`config.mk`:
```
export PLATFORM = sky130hd
export DESIGN_NAME = clkbank_out
export DESIGN_NICKNAME = d
export VERILOG_FILES = /design/src/rtl/clkbank_pkg.sv /design/src/rtl/clkbank_shadow.sv /design/src/rtl/clkbank_divcnt.sv /design/src/rtl/clkbank_drive.sv /design/src/rtl/clkbank_out.sv
export SDC_FILE = /design/constraint.sdc
export NUM_CORES = 1
export LEC_CHECK = 0
export ABC_AREA = 1
export BUFFER_PORTS_ARGS = -buffer_cell sky130_fd_sc_hd__buf_2
export CAP_MARGIN = 5
export CORE_UTILIZATION = 50
export DETAILED_ROUTE_END_ITERATION = 12
export PLACE_DENSITY = 0.73
export SLEW_MARGIN = 30
export SYNTH_ARGS = -nofsm -noshare
export SYNTH_HDL_FRONTEND = slang
export SYNTH_SLANG_ARGS = --single-unit
```
`constraint.sdc`:
```
create_clock -name clk -period 1.65 [get_ports clk]
set_clock_uncertainty 0.05 [all_clocks]
set_input_delay 0 -clock clk [delete_from_list [all_inputs] [get_ports clk]]
set_output_delay 0 -clock clk [all_outputs]
set_load 0.05 [all_outputs]
```
`src/rtl/clkbank_pkg.sv`:
```
package clkbank_pkg;

   typedef enum logic {
      KIND_SE   = 1'b0,
      KIND_DIFF = 1'b1
   } bank_kind_e;

   typedef struct packed {
      logic       en;
      logic       hold;
      bank_kind_e kind;
   } bank_mode_t;

   localparam bank_mode_t MODE_RESET = '{en: 1'b0, hold: 1'b1, kind: KIND_DIFF};

endpackage

```
`src/rtl/clkbank_shadow.sv`:
```
module clkbank_shadow
   import clkbank_pkg::*;
#(
   parameter int DIV_W     = 4,
   parameter int MIN_RATIO = 2
) (
   input  logic             clk,
   input  logic             rst,
   input  logic             tc,
   input  logic [DIV_W-1:0] req_ratio,
   input  bank_mode_t       req_mode,
   output logic [DIV_W-1:0] ratio_q,
   output bank_mode_t       mode_q
);
   localparam logic [DIV_W-1:0] RATIO_FLOOR = DIV_W'(MIN_RATIO);

   logic [DIV_W-1:0] ratio_clamped;

   always_comb begin
      if (req_ratio < RATIO_FLOOR) ratio_clamped = RATIO_FLOOR;
      else                         ratio_clamped = req_ratio;
   end

   always_ff @(posedge clk) begin
      if (rst) begin
         ratio_q <= RATIO_FLOOR;
         mode_q  <= MODE_RESET;
      end else if (tc) begin
         ratio_q <= ratio_clamped;
         mode_q  <= req_mode;
      end
   end
endmodule

```
`src/rtl/clkbank_divcnt.sv`:
```
module clkbank_divcnt #(
   parameter int DIV_W = 4
) (
   input  logic             clk,
   input  logic             rst,
   input  logic [DIV_W-1:0] ratio_q,
   output logic             tc,
   output logic [DIV_W-1:0] cnt_q,
   output logic             phase_q
);
   logic [DIV_W-1:0] cnt_inc;
   logic [DIV_W-1:0] half_ratio;
   logic             phase_d;

   assign cnt_inc    = cnt_q + 1'b1;
   assign half_ratio = ratio_q >> 1;
   assign tc         = (cnt_inc == ratio_q);

   always_comb begin
      if (tc) phase_d = 1'b1;
      else    phase_d = (cnt_inc < half_ratio);
   end

   always_ff @(posedge clk) begin
      if (rst) begin
         cnt_q   <= '0;
         phase_q <= 1'b0;
      end else begin
         cnt_q   <= tc ? '0 : cnt_inc;
         phase_q <= phase_d;
      end
   end
endmodule

```
`src/rtl/clkbank_drive.sv`:
```
module clkbank_drive
   import clkbank_pkg::*;
#(
   parameter bit BYPASS_EN = 1'b1
) (
   input  logic       phase_q,
   input  logic       ref_clk,
   input  logic       bypass_sel,
   input  bank_mode_t mode_q,
   output logic       out_a,
   output logic       out_b
);
   logic src;

   generate
      if (BYPASS_EN) begin : g_byp
         assign src = bypass_sel ? ref_clk : phase_q;
      end else begin : g_nobyp
         logic unused_byp;
         assign unused_byp = bypass_sel ^ ref_clk;
         assign src = phase_q;
      end
   endgenerate

   always_comb begin
      if (mode_q.hold) begin
         out_a = 1'b0;
         out_b = 1'b1;
      end else if (!mode_q.en) begin
         out_a = 1'b0;
         out_b = (mode_q.kind == KIND_DIFF);
      end else begin
         out_a = src;
         out_b = (mode_q.kind == KIND_DIFF) ? ~src : src;
      end
   end
endmodule

```
`src/rtl/clkbank_out.sv`:
```
module clkbank_out
   import clkbank_pkg::*;
#(
   parameter int DIV_W     = 4,
   parameter bit BYPASS_EN = 1'b1
) (
   input  logic             clk,
   input  logic             rst,
   input  logic [DIV_W-1:0] div_ratio,
   input  logic             kind_sel,
   input  logic             out_en,
   input  logic             hold_static,
   input  logic             bypass_sel,
   input  logic             ref_clk,
   output logic             out_a,
   output logic             out_b
);
   localparam int MIN_RATIO = 2;

   generate
      if (DIV_W < 2) begin : g_bad_width
         $error("clkbank_out: DIV_W must be at least 2");
      end
   endgenerate

   bank_mode_t       req_mode;
   bank_mode_t       mode_q;
   logic [DIV_W-1:0] ratio_q;
   logic [DIV_W-1:0] cnt_q;
   logic             tc;
   logic             phase_q;

   assign req_mode = '{en: out_en, hold: hold_static, kind: bank_kind_e'(kind_sel)};

   clkbank_shadow #(.DIV_W(DIV_W), .MIN_RATIO(MIN_RATIO)) u_shadow (
      .clk       (clk),
      .rst       (rst),
      .tc        (tc),
      .req_ratio (div_ratio),
      .req_mode  (req_mode),
      .ratio_q   (ratio_q),
      .mode_q    (mode_q)
   );

   clkbank_divcnt #(.DIV_W(DIV_W)) u_div (
      .clk     (clk),
      .rst     (rst),
      .ratio_q (ratio_q),
      .tc      (tc),
      .cnt_q   (cnt_q),
      .phase_q (phase_q)
   );

   clkbank_drive #(.BYPASS_EN(BYPASS_EN)) u_drive (
      .phase_q    (phase_q),
      .ref_clk    (ref_clk),
      .bypass_sel (bypass_sel),
      .mode_q     (mode_q),
      .out_a      (out_a),
      .out_b      (out_b)
   );
endmodule

```
==> metrics.md, run 1 <==
| Metric | Value |
|---|---|
| Sequential-to-total area share from yosys stat | 0.3650 |
| Synthesis warning total | 0 |
| Mapped Cells | 100 |
| Die Ht | approximately 38 um |
| Dpl cells | between 100 and 150 |
| Pre-antenna DRT Iters | 4 |
| Final Non-Filler Cells | 135 |
| Fmax | 0.6772 GHz |
| Async set-or-reset flop fraction in the synthesized netlist | 0 |
| Wire per inst | between 10 and 15 um |
| IO buf count | 12 |
| Residual DRC count | 0 |
| Total CTS buffers | 3 |
| Largest net degree at the start of global routing | 12 |
| Period utilization | 0.8949 |
| Clk_lat worst skew | 270 ps |
| Worst min path class | input port to flip-flop |
| Worst path cell trace | ha_4, xnor2_1, nand2_1, nor2_2, buf_6, nand3_1, nand2_1, nor2_1 |
| Die width | 38.28 um |
| Reg2Reg Setup Slack | 170 ps |
| Hold path depth | 5 |
| CP Capture Type | flip-flop |
| Global-route wire length before repair | 2387 um |
| Cell Area, Synth | 658.1 um^2 |
| DP Wirelength | 1008 um |
| Slowest cell delay on critical path | 380 ps |
| Slew Viols, Final | 0 |
| Min-delay src | div_ratio[0] |
| Area leader, netlist | dfxtp_1 |
| Clock buffer depth | 2 |
| Fin Hold WS | 0.5224 ps |
| Layout cells sized above 1 | 0.1818 |
| Worst slew margin | 0.8340 |
| Mean area per synthesized cell | ~6.6 um^2 |
| R2r endpoint | u_shadow.mode_q[2]$_SDFFE_PP0N_ |
| Post-synthesis register bit count | 12 |
| Post-CTS Setup Inserts | 0 |
| Synth cell count leaders | nand2_1, nand3_1, inv_1 |
| Net Count, Synth | between 100 and 150 |
| Final Setup Violations | 0 |
| Lkg Pwr | between 0.4 and 0.5 nW |
| Final instance area | 829.5 um^2 |
| Initial drt markers | 9 |
| Critical-path top delay cell | dfxtp_1 |
| Clock Pin Slew Worst Setup and Hold Paths | roughly 80 ps |
| Reg2Reg Depth | 8 |
| Slew of the pin with the lowest slew margin | 250.7 ps |
| Layout area overhead | 26.05% |
| RSZ-0062 raised after global routing | no |
| Nets | between 100 and 150 |
| Type of origin of the critical path | flip-flop |
| Initial core utilization | 0.5620 |
| Row count | 12 |
| Die footprint | 1465 um^2 |
| WP data required | roughly 1800 ps |
| H-tree Lvls | 1 |
| Most frequent cell on the critical path | nand2_1 |
| Synth Flop Type | dfxtp_1 |
| Initial antenna violation count | 0 |
| Status | complete, no violations |
| Ranking of synthesized cells by area | dfxtp_1, nand2_1, nand3_1 |
| Vias in the first global route | about 620 |
| Worst flop-to-flop path startpoint | u_div.cnt_q[0]$_SDFF_PP0_ |
| Post-route setup TNS | 0 ps |
| Worst-case vdd ir drop | 0.8706 mV |
| CTS Sinks | 12 |
| Overall power after layout | approximately 1.6 mW |
| Routed WL | around 1400 um |
| CP Max Fanout | 11 |
| Placed Area | roughly 740 um^2 |
| Post-synth EDFFs | 0 |
| I/O Pins | 13 |
| Routability cong. | around 0.74 |
| CP arrival | 1590 ps |
| Synth unique cells | 12 |
| Crit path time final | 1477 ps |
| Top-area cell type share of the netlist area | 0.3650 |
| Critical path class | flip-flop to flip-flop |
| Global-route usage over all layers | 0.2439 |
| Endpoints failing hold | 0 |
| DR vias/cell | 4.904 |
| Total inserted antenna cells | 0 |
| P per Cell Area | 1943 nW/um^2 |
| Worst hold endpoint | u_shadow.ratio_q[0]$_SDFFE_PP0N_ |
| Post-DRT Antenna Nets | 0 |
| Cell with the most instances after synthesis | nand2_1 |
| Core Region | between 1000 and 1500 um^2 |
| Gr ovfl total | 0 |
| CTS tree | yes |
| Max cap viols | 0 |
| Clock root cell | clkbuf_4 |
| Via count | 662 |
[critical path: cells and delay by family, from the launching register on]
family / cells / cell delay [ps]
buffers and inverters: 1 / 150
adders and majority gates: 1 / 230
DFF: 1 / 380
xor gates and xnor gates: 1 / 130
and+or+nand+nor: 5 / 420
[area by class of cell]
cell class,instances,area (um^2)
Tap cell,14,17.52
Inverter,15,56.30
Timing Repair Buffer,19,126.4
Multi-Input combinational cell,71,351.6
Sequential cell,12,241.5
Fill cell,113,341.6
Clock buffer,4,36.28
[state kept, by name (all words and copies together), names as in the netlist]
name,count
u_div.phase_q,1
u_shadow.mode_q,3
u_shadow.ratio_q,4
u_div.cnt_q,4
[what timing repair did]
| item | CTS | global route |
|---|---|---|
| endpoints found under the setup margin | 0 | 8 |
| hold buffers | 4 | 0 |
| resized for setup | 0 | 4 |
| endpoints found under the hold margin | 4 | 0 |
[cell usage in the layout (no fill, tap or decap)]
cell / n
dlygate4sd3_1: 4
ha_1: 2
nor2_1: 11
clkbuf_8: 1
a21oi_1: 8
buf_2: 12
buf_4: 2
buf_6: 1
nor2_2: 1
xnor2_1: 1
clkbuf_4: 3
nand3_1: 16
nand2_1: 26
o21ai_0: 1
dfxtp_1: 11
nand4_1: 2
ha_4: 1
o21ai_1: 2
dfxtp_2: 1
inv_1: 15
[stage by stage]
step	worst slack, ps	utilization
2_1_floorplan	149.4	-
3_3_place_gp	85.62	0.6282
3_5_place_dp	90.52	0.6282
4_1_cts	80.18	0.6934
5_1_grt	44.12	0.7083
6_report	173.4	0.7083
[power by group]
group	leakage, nW	total [mW]	switching, mW	internal [mW]
sequential	0.0988	0.516	0.0961	0.419
clock	0.0210	0.235	0.101	0.134
combinational	0.296	0.861	0.481	0.379
[worst max path at each step]
stage | from | end | slack [ps]
after floorplan | u_div.cnt_q[0]$_SDFF_PP0_ | u_shadow.mode_q[2]$_SDFFE_PP0N_ | 150
after global placement | u_div.cnt_q[1]$_SDFF_PP0_ | u_div.phase_q$_SDFF_PP0_ | 90
after detailed placement | u_div.cnt_q[1]$_SDFF_PP0_ | u_div.phase_q$_SDFF_PP0_ | 90
after CTS | u_div.cnt_q[1]$_SDFF_PP0_ | u_div.phase_q$_SDFF_PP0_ | 80
after global routing | u_div.cnt_q[0]$_SDFF_PP0_ | u_shadow.ratio_q[3]$_SDFFE_PP0N_ | 40
final | u_div.cnt_q[0]$_SDFF_PP0_ | u_shadow.mode_q[2]$_SDFFE_PP0N_ | 170
[metal layers]
| layer | global-route usage | vias to the layer above | part of all wire |
|---|---|---|---|
| met5 | 0 | - | 0 |
| met3 | 0.03488 | 2 | 0.028 |
| li1 | - | 365 | - |
| met1 | 0.2609 | 281 | 0.45 |
| met2 | 0.4492 | 14 | 0.51 |
| met4 | 0.1339 | 0 | 0.0094 |
[cell families after synthesis]
group | count (synthesis) | share of synthesized area
compound gates | 11 | 0.08365
xor+xnor | 1 | 0.01331
fa+ha+maj | 3 | 0.05704
buf+inv | 17 | 0.1198
flops | 12 | 0.3650
simple gates | 56 | 0.3612
(Power assumes the default switching activity.)
==> inputs of run 2 (changes only) <==
--- a/config.mk
+++ b/config.mk
@@ -5,12 +5,11 @@
 export SDC_FILE = /design/constraint.sdc
 export NUM_CORES = 1
 export LEC_CHECK = 0
-export ABC_AREA = 1
 export BUFFER_PORTS_ARGS = -buffer_cell sky130_fd_sc_hd__buf_2
 export CAP_MARGIN = 5
 export CORE_UTILIZATION = 50
 export DETAILED_ROUTE_END_ITERATION = 12
-export PLACE_DENSITY = 0.73
+export PLACE_DENSITY = 0.74
 export SLEW_MARGIN = 30
 export SYNTH_ARGS = -nofsm -noshare
 export SYNTH_HDL_FRONTEND = slang
==> metrics.md, run 2 <==
| Metric | Value |
|---|---|
| DP Wirelength | 1025 um (+1.7%) |
| Gr ovfl total | 0 (unchanged) |
| Slew of the pin with the lowest slew margin | 322.7 ps (+71.94 ps) |
| Total CTS buffers | 3 (unchanged) |
| DRT met1 WL | 775 um (+24%) |
| Endpoints failing hold | 0 (unchanged) |
| H-tree Lvls | 1 (unchanged) |
| CTS tree | yes |
| Row count | 12 (unchanged) |
| Die Ht | 38.11 um (-0.46%) |
| I/O Pins | 13 (unchanged) |
| Residual DRC count | 0 (unchanged) |
| Place WS | -33.85 ps (-124.4 ps) |
| Post-route setup TNS | 0 ps (unchanged) |
| Wire per inst | 16.55 um (+61%) |
| Post-synthesis register bit count | 12 (unchanged) |
| Core Region | 1156 um^2 (-1.3%) |
| Async set-or-reset flop fraction in the synthesized netlist | 0 (unchanged) |
| Min-delay src | div_ratio[2] |
| Total inserted antenna cells | 0 (unchanged) |
| Commonest non-fill, non-tap cell in the layout | buf_2 |
| Mapped Cells | 74 (-26%) |
| DR vias/cell | 5.770 (+18%) |
| Critical path class | flip-flop to flip-flop |
| Post-synth EDFFs | 0 (unchanged) |
| Net Sw Frac | 0.4029 (-0.01837) |
| RSZ-0062 raised after global routing | no |
| Via count | 652 (-1.5%) |
| Lkg Pwr | 0.3800 nW (-8.6%) |
| Met2 Wirelength | 969 um (+37%) |
| Combinational power share | 0.535 (about the same) |
| Crit path time final | 1590 ps (+113.8 ps) |
| Critical-path top delay cell | or3_1 |
| Worst path cell trace | ha_4, xnor2_4, nand2_1, or3_1, a31oi_1 |
| Largest net degree at the start of global routing | 11 (-1) |
| Worst flop-to-flop path startpoint | u_div.cnt_q[1]$_SDFF_PP0_ |
| Setup crit start | u_div.cnt_q[1]$_SDFF_PP0_ |
| Register share of total power | 0.308 (-0.012) |
| IO buf count | 12 (unchanged) |
| Top-area cell type share of the netlist area | 0.3685 (+0.003503) |
| CP Max Fanout | 3 (-8) |
| Type of origin of the critical path | flip-flop |
| Initial antenna violation count | 0 (unchanged) |
| Synthesis warning total | 0 (unchanged) |
| Routability cong. | 0.7913 (+7.4%) |
| Initial drt markers | 23 (+14) |
| Routed WL | 1870 um (+35%) |
| Fmax | 0.6288 GHz (-7.2%) |
| Net Count, Synth | 88 (-23%) |
| Die width | 38.11 um (-0.46%) |
| Ranking of synthesized cells by area | dfxtp_1, o21ai_0, ha_1 |
| Area leader, netlist | dfxtp_1 |
| Final setup margin | 59.62 ps (-113.8 ps) |
| Clock Pin Slew Worst Setup and Hold Paths | 80 ps (about the same) |
| Synth cell count leaders | dfxtp_1, o21ai_0, nand3_1 |
| Most frequent cells in the layout | buf_2, dfxtp_1, o21ai_0 |
| Slowest cell delay on critical path | 380 ps (about the same) |
| Worst-case vdd ir drop | 1.001 mV (+15%) |
| Global-route usage over all layers | 0.2571 (+0.01320) |
| Initial core utilization | 0.5639 (+0.001887) |
| Post-DRT Antenna Nets | 0 (unchanged) |
| CP arrival | 1760 ps (+170 ps) |
| NetSw | 0.6321 mW (-6.9%) |
| Max cap viols | 0 (unchanged) |
| Sequential-to-total area share from yosys stat | 0.3685 (+0.003503) |
| Int Pwr | 0.9368 mW (+0.44%) |
| Worst slew margin | 0.7842 (-0.04984) |
| Nets | 114 (-16%) |
| Pre-antenna DRT Iters | 4 (unchanged) |
| Period utilization | 0.9639 (+0.06896) |
| Clock root cell | clkbuf_4 |
| Worst min path class | input port to flip-flop |
| Vias in the first global route | 551 (-11%) |
| Part of the power in the clock network | 0.157 (+0.011) |
| Clk_lat worst skew | 280 ps (about the same) |
| WL met3 | 103 um (+160%) |
| Cell with the most instances after synthesis | dfxtp_1 |
| Synth unique cells | 29 (+17) |
| Top Metal Used | met4 |
| CP Capture Type | flip-flop |
| Final core occ | 0.8333 (+0.1250) |
| Layout cells sized above 1 | 0.3333 (+0.1515) |
| WP data required | 1820 ps (+60 ps) |
| P per Cell Area | 1628 nW/um^2 (-16%) |
| Die footprint | 1452 um^2 (-0.91%) |
| Layout area overhead | 47.79% |
| Cell Area, Synth | 651.9 um^2 (-0.95%) |
| Status | complete, no violations |
| CTS Sinks | 12 (unchanged) |
| Top Registers | u_div.cnt_q x4, u_shadow.ratio_q x4, u_shadow.mode_q x3 |
| Global-route wire length before repair | 2490 um (+4.3%) |
| Slew Viols, Final | 0 (unchanged) |
| Clock buffer depth | 2 (unchanged) |
| Synth Flop Type | dfxtp_1 |
| Mean area per synthesized cell | 8.809 um^2 (+34%) |
| Final Setup Violations | 0 (unchanged) |
## run 2: cell types whose count changed after synthesis, sizes merged, moves of 8 or more
cell / before / now
inv: 15 / 5
nand2: 26 / 3
nor2: 12 / 4
nand3: 16 / 7
## run 2: logic make-up after synthesis
family / after synthesis / share of synthesized area
DFF: 12 / 0.3685
muxes: 1 / 0.01727
AOI/OAI and AO/OA: 17 / 0.1555
adders and majority gates: 3 / 0.05759
and+or+nand+nor: 25 / 0.1958
buffers and inverters: 7 / 0.04030
xor gates and xnor gates: 9 / 0.1651
## run 2: routing by layer
| layer | up-vias | track usage |
|---|---|---|
| li1 | 317 | - |
| met1 | 308 | 0.3260 |
| met2 | 23 | 0.4195 |
| met3 | 4 | 0.05233 |
| met4 | 0 | 0.1071 |
| met5 | - | 0 |
## run 2: critical path: cells and delay by family (launching register included)
family | cells | cell delay [ps]
and+or+nand+nor | 2 | 510
DFF | 1 | 360
adders and majority gates | 1 | 320
AOI/OAI and AO/OA | 1 | 150
xor gates and xnor gates | 1 | 130
## run 2: stage by stage
stage | hold WS [ps] | power (mW) | instances | cell area (um^2)
3_3_place_gp | 188.7 | 1.005 | 100 | 737.0
4_1_cts | 43.56 | 1.320 | 111 | 857.1
6_report | 50.21 | 1.569 | 113 | 963.4
5_1_grt | 80.69 | 1.642 | 113 | 963.4
2_1_floorplan | 97.70 | 0.8867 | 74 | 651.9
3_5_place_dp | 192.1 | 1.033 | 100 | 737.0
## run 2: repair_timing
| action | CTS | global route |
|---|---|---|
| hold buffers | 7 | 0 |
| pin swaps | 0 | 3 |
| setup endpoints to repair | 5 | 10 |
| gates resized for setup | 3 | 11 |
| buffers inserted | 0 | 1 |
| gates cloned | 0 | 1 |
| hold endpoints to repair | 12 | 0 |
## run 2: power by group through the flow
stage          clock network (mW)  logic [mW]  registers, mW
3_3_place_gp                    0       0.562          0.443
4_1_cts                     0.243       0.635          0.442
3_5_place_dp                    0       0.586          0.447
5_1_grt                     0.255       0.893          0.493
2_1_floorplan                   0       0.449          0.438
6_report                    0.247       0.839          0.483
## run 2: path summary, 6_finish.rpt
check	end	slack (ps)	depth (start not counted)
setup / recovery	u_shadow.ratio_q[2]$_SDFFE_PP0N_	60	5
hold / removal	u_shadow.ratio_q[2]$_SDFFE_PP0N_	50	4
hold reg to reg	u_shadow.mode_q[2]$_SDFFE_PP0N_	430	2
setup reg to reg	u_shadow.ratio_q[2]$_SDFFE_PP0N_	60	5
## run 2: layout make-up
| type | count | area (um^2) |
|---|---|---|
| repair buffers | 22 | 152.6 |
| clock buffers | 4 | 36.28 |
| flip-flops and latches | 12 | 242.7 |
| fillers | 52 | 192.7 |
| well taps | 14 | 17.52 |
| multi-input cells | 56 | 495.5 |
| inverters | 5 | 18.77 |
==> inputs of run 3 (changes only) <==
==> constraint.sdc (replaced) <==
create_clock -name clk -period 1.65 [get_ports clk]
set_clock_uncertainty 0.05 [all_clocks]
set_input_delay 0.165 -clock clk [delete_from_list [all_inputs] [get_ports clk]]
set_output_delay 0.165 -clock clk [all_outputs]
set_load 0.05 [all_outputs]
==> metrics.md, run 3 (synthesis gave the netlist of run 2 again) <==
| Metric | Value |
|---|---|
| Largest net degree at the start of global routing | 11 (unchanged) |
| Die footprint | 1452 um^2 (unchanged) |
| Final setup margin | -45.85 ps (-105.5 ps) |
| Slew of the pin with the lowest slew margin | 355.8 ps (+33.10 ps) |
| Total inserted antenna cells | 0 (unchanged) |
| Post-DRT Antenna Nets | 0 (unchanged) |
| Wire per inst | 15.94 um (-3.7%) |
| Residual DRC count | 0 (unchanged) |
| Hold path depth | 3 (-1) |
| Row count | 12 (unchanged) |
| Worst slew margin | 0.7620 (-0.02214) |
| Slew Viols, Final | 0 (unchanged) |
| Worst-case vdd ir drop | 1.157 mV (+16%) |
| Clock root cell | clkbuf_4 |
| Vias in the first global route | 482 (-13%) |
| Commonest non-fill, non-tap cell in the layout | buf_2 |
| Die Ht | 38.11 um (unchanged) |
| Nets | 106 (-7.0%) |
| Routed WL | 1674 um (-10%) |
| Total CTS buffers | 3 (unchanged) |
| Worst min path class | input port to flip-flop |
| Via count | 615 (-5.7%) |
| Critical path class | flip-flop to flip-flop |
| Post-cts hold buffer count | 0 (-7) |
| CTS tree | yes |
| Top Registers | u_div.cnt_q x4, u_shadow.ratio_q x4, u_shadow.mode_q x3 |
| Endpoints failing hold | 0 (unchanged) |
| Worst path cell trace | ha_4, xnor2_1, inv_1, ha_1, o21ai_0, a32oi_1, nor2_1 |
| Routability cong. | 0.7913 (unchanged) |
| Period utilization | 1.028 (+0.06392) |
| Clock buffer depth | 2 (unchanged) |
| CTS Sinks | 12 (unchanged) |
| WP data required | 1770 ps (-50 ps) |
| Post-route setup TNS | -45.85 ps (-45.85 ps) |
| CP arrival | 1820 ps (+60 ps) |
| Clock Pin Slew Worst Setup and Hold Paths | 80 ps (about the same) |
| Max cap viols | 0 (unchanged) |
| Layout area overhead | 35.89% |
| GR Layer Usage met1 | 0.3040 (-0.02198) |
| Reg2Reg Setup Slack | -50 ps (-110 ps) |
| Clk_lat worst skew | 280 ps (about the same) |
| Global-route usage over all layers | 0.2263 (-0.03075) |
| Worst flop-to-flop path startpoint | u_div.cnt_q[1]$_SDFF_PP0_ |
| Crit path time final | 1696 ps (+105.5 ps) |
| Min-delay src | hold_static |
| DR vias/cell | 5.857 (+1.5%) |
| Most frequent cells in the layout | buf_2, dfxtp_1, o21ai_0 |
| Core Region | 1156 um^2 (unchanged) |
| Reg2Reg Depth | 7 (+2) |
| DP Wirelength | 1025 um (unchanged) |
| Failing checks | negative setup slack |
| R2r endpoint | u_div.phase_q$_SDFF_PP0_ |
| Global-route wire length before repair | 2187 um (-12%) |
| Type of origin of the critical path | flip-flop |
| CP Max Fanout | 4 (+1) |
| IO buf count | 12 (unchanged) |
| Pre-antenna DRT Iters | 4 (unchanged) |
| Worst hold endpoint | u_shadow.mode_q[1]$_SDFFE_PP1N_ |
| Final Setup Violations | 1 (+1) |
| Place WS | -33.85 ps (unchanged) |
| I/O Pins | 13 (unchanged) |
| Slowest cell delay on critical path | 360 ps (-20 ps) |
| Layout cells sized above 1 | 0.3407 (+0.007326) |
| GR peak layer | met2 |
| Die width | 38.11 um (unchanged) |
| Filler cells | 74 (+42%) |
| Critical-path top delay cell | dfxtp_2 |
| Post-CTS Setup Inserts | 0 (unchanged) |
| Gr ovfl total | 0 (unchanged) |
| GRT met3 Usage | 0.05233 (unchanged) |
| H-tree Lvls | 1 (unchanged) |
| Status | complete, but fails checks |
| Initial antenna violation count | 0 (unchanged) |
| Fmax | 0.5897 GHz (-6.2%) |
| Initial core utilization | 0.5639 (unchanged) |
| P per Cell Area | 1737 nW/um^2 (+6.7%) |
| Initial drt markers | 14 (-39%) |
| Final core occ | 0.7662 (-0.06710) |
| GRT met2 Usage | 0.3390 (-0.08051) |
| CP Capture Type | flip-flop |
| Lkg Pwr | 0.3454 nW (-9.1%) |
| RSZ-0062 raised after global routing | yes |
[run 3: cell types whose count changed in the layout (fill, tap and decap cells not counted)]
cell	before	now
nand3_2	1	0
xnor2_1	0	1
dlygate4sd3_1	7	0
nand3_4	1	2
buf_4	3	2
xnor2_2	2	1
[run 3: worst max-delay path by stage]
stage	from	cells past startpoint	slack, ps	endpoint
after floorplan	u_div.cnt_q[0]$_SDFF_PP0_	6	20	u_shadow.ratio_q[0]$_SDFFE_PP0N_
after global placement	u_div.cnt_q[0]$_SDFF_PP0_	5	20	u_shadow.ratio_q[1]$_SDFFE_PP1N_
after detailed placement	u_div.cnt_q[0]$_SDFF_PP0_	5	-30	u_shadow.ratio_q[1]$_SDFFE_PP1N_
after CTS	u_div.cnt_q[0]$_SDFF_PP0_	7	2	u_div.phase_q$_SDFF_PP0_
after global routing	u_div.cnt_q[1]$_SDFF_PP0_	7	-70	u_div.phase_q$_SDFF_PP0_
final	u_div.cnt_q[1]$_SDFF_PP0_	7	-50	u_div.phase_q$_SDFF_PP0_
[run 3: cell type report]
cell class / instances / area (um^2) / share of cell area
Multi-Input combinational cell: 56 / 495.5 / 0.5593
Sequential cell: 12 / 242.7 / 0.2740
Timing Repair Buffer: 14 / 75.07 / 0.08475
Clock buffer: 4 / 36.28 / 0.04096
Inverter: 5 / 18.77 / 0.02119
Tap cell: 14 / 17.52 / 0.01977
[run 3: worst max-delay path, delay by kind of cell (launching register included)]
kind	cells	cell delay, ps
adder cells (fa/ha/maj)	2	460
buffers and inverters	1	80
AO/OA/AOI/OAI	2	310
XOR/XNOR	1	290
flip-flops	1	360
AND/OR/NAND/NOR	1	50
[run 3: stage by stage]
stage / area, um^2 / power (mW) / cells / hold slack [ps]
final: 885.9 / 1.538 / 105 / 65.77
after global routing: 885.9 / 1.624 / 105 / 83.49
after CTS: 787.0 / 1.307 / 104 / 71.93
after detailed placement: 737.0 / 1.033 / 100 / 357.1
after global placement: 737.0 / 1.005 / 100 / 353.7
after floorplan: 651.9 / 0.8867 / 74 / 262.7
[run 3: per-layer routing]
layer  wire [um]  share of wire  vias to the layer above
li1            -              -                      299
met1         726           0.43                      286
met2         844           0.50                       25
met3          80          0.048                        5
met4          23          0.014                        0
met5           0              0                        -
[run 3: repair_timing]
item,in CTS,in global routing
pin swaps,0,2
endpoints found under the setup margin,5,7
gates cloned,0,1
resized for setup,3,11
[run 3: power by group]
part | internal (mW) | switching [mW] | leakage [nW] | total (mW)
clock | 0.134 | 0.109 | 0.0210 | 0.243
sequential | 0.384 | 0.0977 | 0.0989 | 0.482
combinational | 0.396 | 0.417 | 0.226 | 0.814
total | 0.915 | 0.624 | 0.345 | 1.54
